<file path="config.mk">
export PLATFORM = sky130hd
export DESIGN_NAME = rtc_alarm_ctl
export DESIGN_NICKNAME = d
export VERILOG_FILES = /design/src/rtl/rtc_alarm_pkg.sv /design/src/rtl/rtc_alarm_regs.sv /design/src/rtl/rtc_alarm_match.sv /design/src/rtl/rtc_alarm_ctl.sv
export SDC_FILE = /design/constraint.sdc
export NUM_CORES = 1
export LEC_CHECK = 0
export BUFFER_PORTS_ARGS = -buffer_cell sky130_fd_sc_hd__buf_2
export CORE_AREA = 10 10 59 108
export DETAILED_ROUTE_END_ITERATION = 16
export DIE_AREA = 0 0 69 118
export GPL_ROUTABILITY_DRIVEN = 0
export MAX_ROUTING_LAYER = met4
export PLACE_DENSITY = 0.74
export SYNTH_ARGS = -nofsm -noshare
export SYNTH_HDL_FRONTEND = slang
export SYNTH_SLANG_ARGS = --single-unit
export TNS_END_PERCENT = 20
</file>
<file path="constraint.sdc">
create_clock -name clk -period 2.1 [get_ports clk]
set_input_delay 0.21 -clock clk [delete_from_list [all_inputs] [get_ports clk]]
set_output_delay 0.21 -clock clk [all_outputs]
set_load 0.03 [all_outputs]
</file>
<file path="src/rtl/rtc_alarm_pkg.sv">
package rtc_alarm_pkg;

    localparam int DATA_W = 8;
    localparam int ADDR_W = 2;

    typedef enum logic [ADDR_W-1:0] {
        SLOT_SEC  = 2'd0,
        SLOT_MIN  = 2'd1,
        SLOT_HOUR = 2'd2,
        SLOT_DATE = 2'd3
    } slot_e;

    typedef enum logic [2:0] {
        RATE_MONTH,
        RATE_DAY,
        RATE_HOUR,
        RATE_MIN,
        RATE_SEC
    } rate_e;

    typedef struct packed {
        logic [DATA_W-1:0] date;
        logic [DATA_W-1:0] hour;
        logic [DATA_W-1:0] min;
        logic [DATA_W-1:0] sec;
    } alarm_t;

    // tens*10 + units; widest case 7*10+15 fits in 7 bits
    function automatic logic [6:0] bcd_dec(input logic [2:0] tens, input logic [3:0] units);
        return (7'(tens) * 7'd10) + 7'(units);
    endfunction

    function automatic logic slot_ok(input slot_e slot, input logic [DATA_W-1:0] v);
        logic [6:0] n;
        case (slot)
            SLOT_SEC, SLOT_MIN: begin
                n = bcd_dec(v[6:4], v[3:0]);
                return n <= 7'd59;
            end
            SLOT_HOUR: begin
                n = bcd_dec({1'b0, v[5:4]}, v[3:0]);
                return n <= 7'd23;
            end
            default: begin
                n = bcd_dec({2'b00, v[4]}, v[3:0]);
                return (n >= 7'd1) && (n <= 7'd31);
            end
        endcase
    endfunction

endpackage

</file>
<file path="src/rtl/rtc_alarm_regs.sv">
module rtc_alarm_regs
    import rtc_alarm_pkg::*;
#(
    parameter logic [DATA_W-1:0] RST_DATE = 8'h01
) (
    input  logic              clk,
    input  logic              rst,
    input  logic              wr_en,
    input  logic [ADDR_W-1:0] reg_addr,
    input  logic [DATA_W-1:0] wr_data,
    output logic [DATA_W-1:0] rd_data,
    output alarm_t            alm
);

    slot_e slot;
    logic  accept;

    assign slot   = slot_e'(reg_addr);
    assign accept = wr_en && slot_ok(slot, wr_data);

    always_ff @(posedge clk) begin
        if (rst) begin
            alm.sec  <= '0;
            alm.min  <= '0;
            alm.hour <= '0;
            alm.date <= RST_DATE;
        end else if (accept) begin
            case (slot)
                SLOT_SEC:  alm.sec  <= wr_data;
                SLOT_MIN:  alm.min  <= wr_data;
                SLOT_HOUR: alm.hour <= wr_data;
                default:   alm.date <= wr_data;
            endcase
        end
    end

    always_comb begin
        case (slot)
            SLOT_SEC:  rd_data = alm.sec;
            SLOT_MIN:  rd_data = alm.min;
            SLOT_HOUR: rd_data = alm.hour;
            default:   rd_data = alm.date;
        endcase
    end

endmodule

</file>
<file path="src/rtl/rtc_alarm_match.sv">
module rtc_alarm_match
    import rtc_alarm_pkg::*;
(
    input  alarm_t alm,
    input  alarm_t now,
    output rate_e  rate,
    output logic   hit
);

    logic [3:0] masks;
    logic       eq_sec, eq_min, eq_hour, eq_date;

    assign masks   = {alm.sec[7], alm.min[7], alm.hour[7], alm.date[7]};
    assign eq_sec  = alm.sec[6:0]  == now.sec[6:0];
    assign eq_min  = alm.min[6:0]  == now.min[6:0];
    assign eq_hour = alm.hour[5:0] == now.hour[5:0];
    assign eq_date = alm.date[4:0] == now.date[4:0];

    always_comb begin
        case (masks)
            4'b0000: rate = RATE_MONTH;
            4'b0001: rate = RATE_DAY;
            4'b0011: rate = RATE_HOUR;
            4'b0111: rate = RATE_MIN;
            default: rate = RATE_SEC;
        endcase
    end

    always_comb begin
        case (rate)
            RATE_MONTH: hit = eq_sec && eq_min && eq_hour && eq_date;
            RATE_DAY:   hit = eq_sec && eq_min && eq_hour;
            RATE_HOUR:  hit = eq_sec && eq_min;
            RATE_MIN:   hit = eq_sec;
            default:    hit = 1'b1;
        endcase
    end

endmodule

</file>
<file path="src/rtl/rtc_alarm_ctl.sv">
module rtc_alarm_ctl
    import rtc_alarm_pkg::*;
#(
    parameter logic [DATA_W-1:0] RST_DATE = 8'h01
) (
    input  logic              clk,
    input  logic              rst,
    input  logic              wr_en,
    input  logic [ADDR_W-1:0] reg_addr,
    input  logic [DATA_W-1:0] wr_data,
    output logic [DATA_W-1:0] rd_data,
    input  logic              sec_tick,
    input  logic [DATA_W-1:0] cur_sec,
    input  logic [DATA_W-1:0] cur_min,
    input  logic [DATA_W-1:0] cur_hour,
    input  logic [DATA_W-1:0] cur_date,
    output logic              irq_pulse
);

    alarm_t alm_q;
    alarm_t now;
    rate_e  rate;
    logic   hit;
    logic   irq_q;

    assign now = '{date: cur_date, hour: cur_hour, min: cur_min, sec: cur_sec};

    rtc_alarm_regs #(.RST_DATE(RST_DATE)) regs_i (
        .clk      (clk),
        .rst      (rst),
        .wr_en    (wr_en),
        .reg_addr (reg_addr),
        .wr_data  (wr_data),
        .rd_data  (rd_data),
        .alm      (alm_q)
    );

    rtc_alarm_match match_i (
        .alm  (alm_q),
        .now  (now),
        .rate (rate),
        .hit  (hit)
    );

    // compare once per strobe; strobe is one cycle so each match gives one pulse
    always_ff @(posedge clk) begin
        if (rst) irq_q <= 1'b0;
        else     irq_q <= sec_tick && hit;
    end

    assign irq_pulse = irq_q;

endmodule

</file>
# Yosys cells after proc, flatten, opt, wreduce, memory -nomap -nowiden
# Cells that the tools add are included.
# W data, S select, Z words.
# word_totals
regBits	33
latch_bits	0
ramBits	0
romBits	0
elab_cells	47
mem_count	0
# classes
addsub	3
mul	3
n_div	0
n_lt_le_gt_ge	4
eq_ne	12
n_shift	0
muxes	4
bitwise	1
n_reduce_logical	15
# op_table
op	n
$pmux W8 S3	1
$eq A7 B7 Y1	2
$le A7 B5 Y1 const B	2
$pmux W3 S4	1
$reduce_and A2 Y1	4
$add A6 B4 Y7	1
$add A7 B4 Y7	1
$ge A7 B1 Y1 const B	1
$le A7 B6 Y1 const B	1
$add A5 B4 Y6	1
$eq A3 B2 Y1 const B	2
$eq A6 B6 Y1	1
$logic_and A1 B1 Y1	6
$mul A3 B3 Y6 const B	1
$eq A5 B5 Y1	1
$mul A2 B3 Y5 const B	1
$eq A4 B1 Y1 const B	1
$eq A4 B2 Y1 const B	1
$eq A4 B3 Y1 const B	1
$logic_not A4 Y1	1
$mul A1 B3 Y4 const B	1
$pmux W1 S4	1
$eq A3 B1 Y1 const B	1
$logic_not A3 Y1	1
other kinds (7)	7

# Depth between registers and ports, before layout
# depth
word_depth	7
ltp_mapped	9
ltp_nobuf	8

# Hierarchy
# A second synthesis with hierarchy kept.
# unflattened
hier_cells	204
area_unflattened_um2	2082.0
# modules_own_cells
mod	n_inst	cells_each	area_each_um2
rtc_alarm_regs	1	162	1722.9
rtc_alarm_match	1	40	330.3
rtc_alarm_ctl	1	2	28.8

# Worst setup path before layout
# Ideal clock, no wire load.
# synth_path
path_type	input to register
start	input wr_data[1]
end	register, netlist name regs_i.alm[10]
setup_ps	118
arrival_ps	2140
setup_slack_ps	-159
stages	9
path_buffers	1
path_cell_list	ha_1 -> inv_1 -> fa_1 -> xor2_1 -> nor3_1 -> a211oi_4 -> o311a_1 -> buf_6 -> mux2i_1
# synth_via
elab_chain_len	6
# synth_lines
item	line_no	text
from (decl)	rtc_alarm_ctl.sv:10	input logic [DATA_W-1:0] wr_data,
$add A5 B4 Y6	rtc_alarm_pkg.sv:30	return (7'(tens) * 7'd10) + 7'(units);
$ge A7 B1 Y1 or $le A7 B5 Y1 (tied branches)	rtc_alarm_pkg.sv:46	return (n >= 7'd1) && (n <= 7'd31);
$logic_and A1 B1 Y1	rtc_alarm_pkg.sv:46	
$pmux W1 S2 (*)	rtc_alarm_pkg.sv:35	case (slot)
$logic_and A1 B1 Y1 (*)	rtc_alarm_regs.sv:19	assign accept = wr_en && slot_ok(slot, wr_data);
$reduce_and A2 Y1 (no line) (*)	--	
# Every way passes the cells marked *; elsewhere a longest branch is shown, timed or not.
# A chain may end at the register's enable or synchronous reset.

# Worst setup path after layout
# layout_path
start	input wr_data[4]
end	register, netlist name regs_i.alm[15]
# layout_via
elab_chain_len	7
# layout_lines
item	line_no
$mul A1 B3 Y4	rtc_alarm_pkg.sv:30
$add A5 B4 Y6	rtc_alarm_pkg.sv:30
$ge A7 B1 Y1 or $le A7 B5 Y1 (tied branches)	rtc_alarm_pkg.sv:46
$logic_and A1 B1 Y1	rtc_alarm_pkg.sv:46
$pmux W1 S2 (*)	rtc_alarm_pkg.sv:35
$logic_and A1 B1 Y1 (*)	rtc_alarm_regs.sv:19
$reduce_and A2 Y1 (no line) (*)	--
# Marks and branches as above.

==> results.md <==
- First-pass DRT Iterations: 4
- Layout cells sized above 1: between 30% and 40%
- N_diodes: 0
- Peak Freq: between 400 and 500 MHz
- Slowest cell delay on critical path: 480 ps
- Post-Syn Nets: approximately 260
- Switching pwr: around 0.47 mW
- Hold_ws: 184 ps
- Sw frac: about 30%
- EDFF count, synth: 0
- Most used cell, CP: ha_1
- Final Hold Fails: 0
- Worst skew pair latency: between 200 and 300 ps
- Worst vdd ir: around 0.38 mV
- Final ANT Viol Nets: 0
- Final Instance Area: roughly 0.0027 sq mm
- DRT iter0 DRCs: between 60 and 70
- Final period utilization: 97.2%
- CP Class: in2reg
- # hold bufs at CTS: 0
- Max-Cap Viols: 0
- Slew headroom: ~59%
- Port Buf Inserts: between 40 and 50
- Startpoint Class: primary input
- H-tree depth: 2
- Distinct cells, synth: between 40 and 50
- Area contributors post-synth: dfxtp_1 (31%), mux2i_1 (14%), mux4_2 (8.3%)
- Area delta synth->final: 26.5%
- Boundary pin count: 55
- Initial antenna violation count: 0
- Syn_area_per_cell: around 10 sq um
- Cell Pwr Density: around 560 mW/mm^2
- Hold Crit Depth: 3
- Root Driver: clkbuf_8
- YS warnings: 0
- Cell type with the largest total area after synthesis: dfxtp_1
- Initial Util: a little under half
- Die Ht: ~120 um
- RSZ-0062 raised after global routing: true
- Worst endpoint required time: between 2000 and 2500 ps
- Critical path endpoint category: flop
- Core Util, Final: 58.8%
- Sequential-to-total area share from yosys stat: a little under a third
- NumNets Final: between 300 and 400
- Depth of the worst register-to-register path: 6
- CP cell instances: buf_2 > ha_1 > ha_1 > ha_1 > nor2_1 > o41a_4 > o311ai_4 > mux2i_1
- Lkg Pwr: around 1.3 nW
- Core area: about 0.0046 sq mm
- Site Rows: 35
- Total gr overflow: 0
- Mapped cell area: 0.00216 sq mm
- Flops & latches, synth: 33
- CTS tree: done
- Main flop type after synthesis: dfxtp_1
- CTS Buffer Depth: 2
- Routed Wire Length: ~6000 um
- Drt wl/cell: ~18 um
- Vias after detailed routing: around 1,800
- Gate count after technology mapping: around 210
- Design Power: between 1.5 and 2 mW
- Cell Area, Placed: ~0.0026 sq mm
- Minimum clock period: 2040 ps
- Hold Path Class: in2reg
- Status: complete, no violations
- Clock power frac: 30.9%
- Die Wd: about 69 um
- Setup Skew: 6.88 ps
- Post-route DRC: 0
- Power share of the sequential group: 43.6%
- Via-to-Cell Ratio: 5.60
- Die area: 0.00814 sq mm
- Crit path max fanout: 4
- HPWL reported at the end of detailed placement: ~4800 um
- Setup Buffers After CTS: 0
- Number of global-route vias before repair: slightly below 2,000
- CTS Buf Count: 5
- Max-slew violation count: 0
- Area share of the largest cell type after synthesis: between 30 and 40%
- First-pass GRT wire length: about 9600 um
- P_int: 1.07 mW
- Largest net degree at the start of global routing: 42
- Ys async rst share: 0%
- CP max-delay cell: o41a_4
- Worst-margin pin slew: between 600 and 700 ps
- WP data arrival: around 2300 ps
- Most common cell in the netlist: dfxtp_1
- CTS sink count: 33
- Worst-path clk slew: around 70 ps
- Gr usage total: between 10 and 15%
- Final setup violation count: 0
- Synth cell count leaders: dfxtp_1 (33), mux2i_1 (30), nor2_1 (18)
- Logic pwr share: around a quarter
## path summary, 6_finish.rpt
check / startpoint / to / slack [ps]
worst max-delay path: wr_data[4] / regs_i.alm[15]$_SDFFE_PP0P_ / 60
worst min-delay path: wr_data[7] / regs_i.alm[31]$_SDFFE_PP0P_ / 180
worst max register to register: regs_i.alm[8]$_SDFFE_PP0P_ / irq_pulse$_SDFF_PP0_ / 120
worst min register to register: regs_i.alm[29]$_SDFFE_PP0P_ / regs_i.alm[29]$_SDFFE_PP0P_ / 500
## layer usage
layer  global-route usage [%]  vias to the layer above  routed length [um]
li1                         -                      877                   -
met1                     13.6                      906                2170
met2                     27.2                       52                3310
met3                     2.70                       12                 264
met4                     7.72                        0                 268
met5                        -                        -                   0
## cell usage in the layout, fill, tap and decap left out, types with 2 or more instances in the layout
master / n
nand2b_1: 14
clkbuf_8: 5
mux2i_1: 30
nor2b_1: 2
ha_1: 6
buf_4: 18
xnor2_1: 14
dfxtp_1: 33
xor2_1: 12
nor3_1: 2
nand2_1: 3
ha_4: 2
nor2_1: 18
buf_2: 47
o311ai_4: 2
buf_12: 2
a21oi_1: 4
clkinv_2: 2
nand3_1: 3
nand4_1: 4
or2b_1: 10
mux4_2: 8
o21ai_0: 2
inv_1: 5
## critical path, delay by kind of cell
kind                       cells  cell delay (ps)
AOI/OAI and AO/OA              2              890
buffers and inverters          1              140
adders and majority gates      3              680
muxes                          1              250
and+or+nand+nor                1               70
## final cells by class
| class | count | area, sq um |
|---|---|---|
| fill | 466 | 1910 |
| multi-input combinational | 161 | 1490 |
| sequential | 33 | 661 |
| timing repair buffer | 67 | 410 |
| clock buffer | 6 | 72.6 |
| tap | 55 | 68.8 |
| inverter | 6 | 22.5 |
| clock inverter | 2 | 10.0 |
## sequential cells by signal, summed over array words and instances, names as in the netlist
name,count
regs_i.alm,32
irq_pulse,1
## timing repair
item / 4_1_cts / 5_1_grt
gates resized for setup: 1 / 2
endpoints found under the setup margin: 1 / 9
pin swaps: 0 / 3
## logic make-up after synthesis
group / count (synthesis) / synth area share, %
AOI/OAI and AO/OA: 23 / 11.3
xor gates and xnor gates: 26 / 10.5
adders and majority gates: 9 / 5.56
buffers and inverters: 13 / 2.90
DFF: 33 / 30.6
muxes: 38 / 22.2
and+or+nand+nor: 65 / 16.9
## power groups by stage
| stage | sequential [mW] | clock (mW) | combinational, mW |
|---|---|---|---|
| global placement | 0.682 | 0 | 0.379 |
| finish | 0.669 | 0.475 | 0.392 |
| floorplan | 0.678 | 0 | 0.243 |
| CTS | 0.669 | 0.475 | 0.389 |
| global route | 0.672 | 0.501 | 0.422 |
| detailed placement | 0.683 | 0 | 0.386 |
## stage by stage
stage	TNS [ps]	worst slack, ps	std cells
after floorplan	-22.5	-4.50	207
after global placement	-3360	-212	322
final	0	59.5	330
after CTS	0	2.61	330
after detailed placement	-4350	-294	322
after global routing	-30.4	-11.2	330
Power figures use the tool's default switching activity.
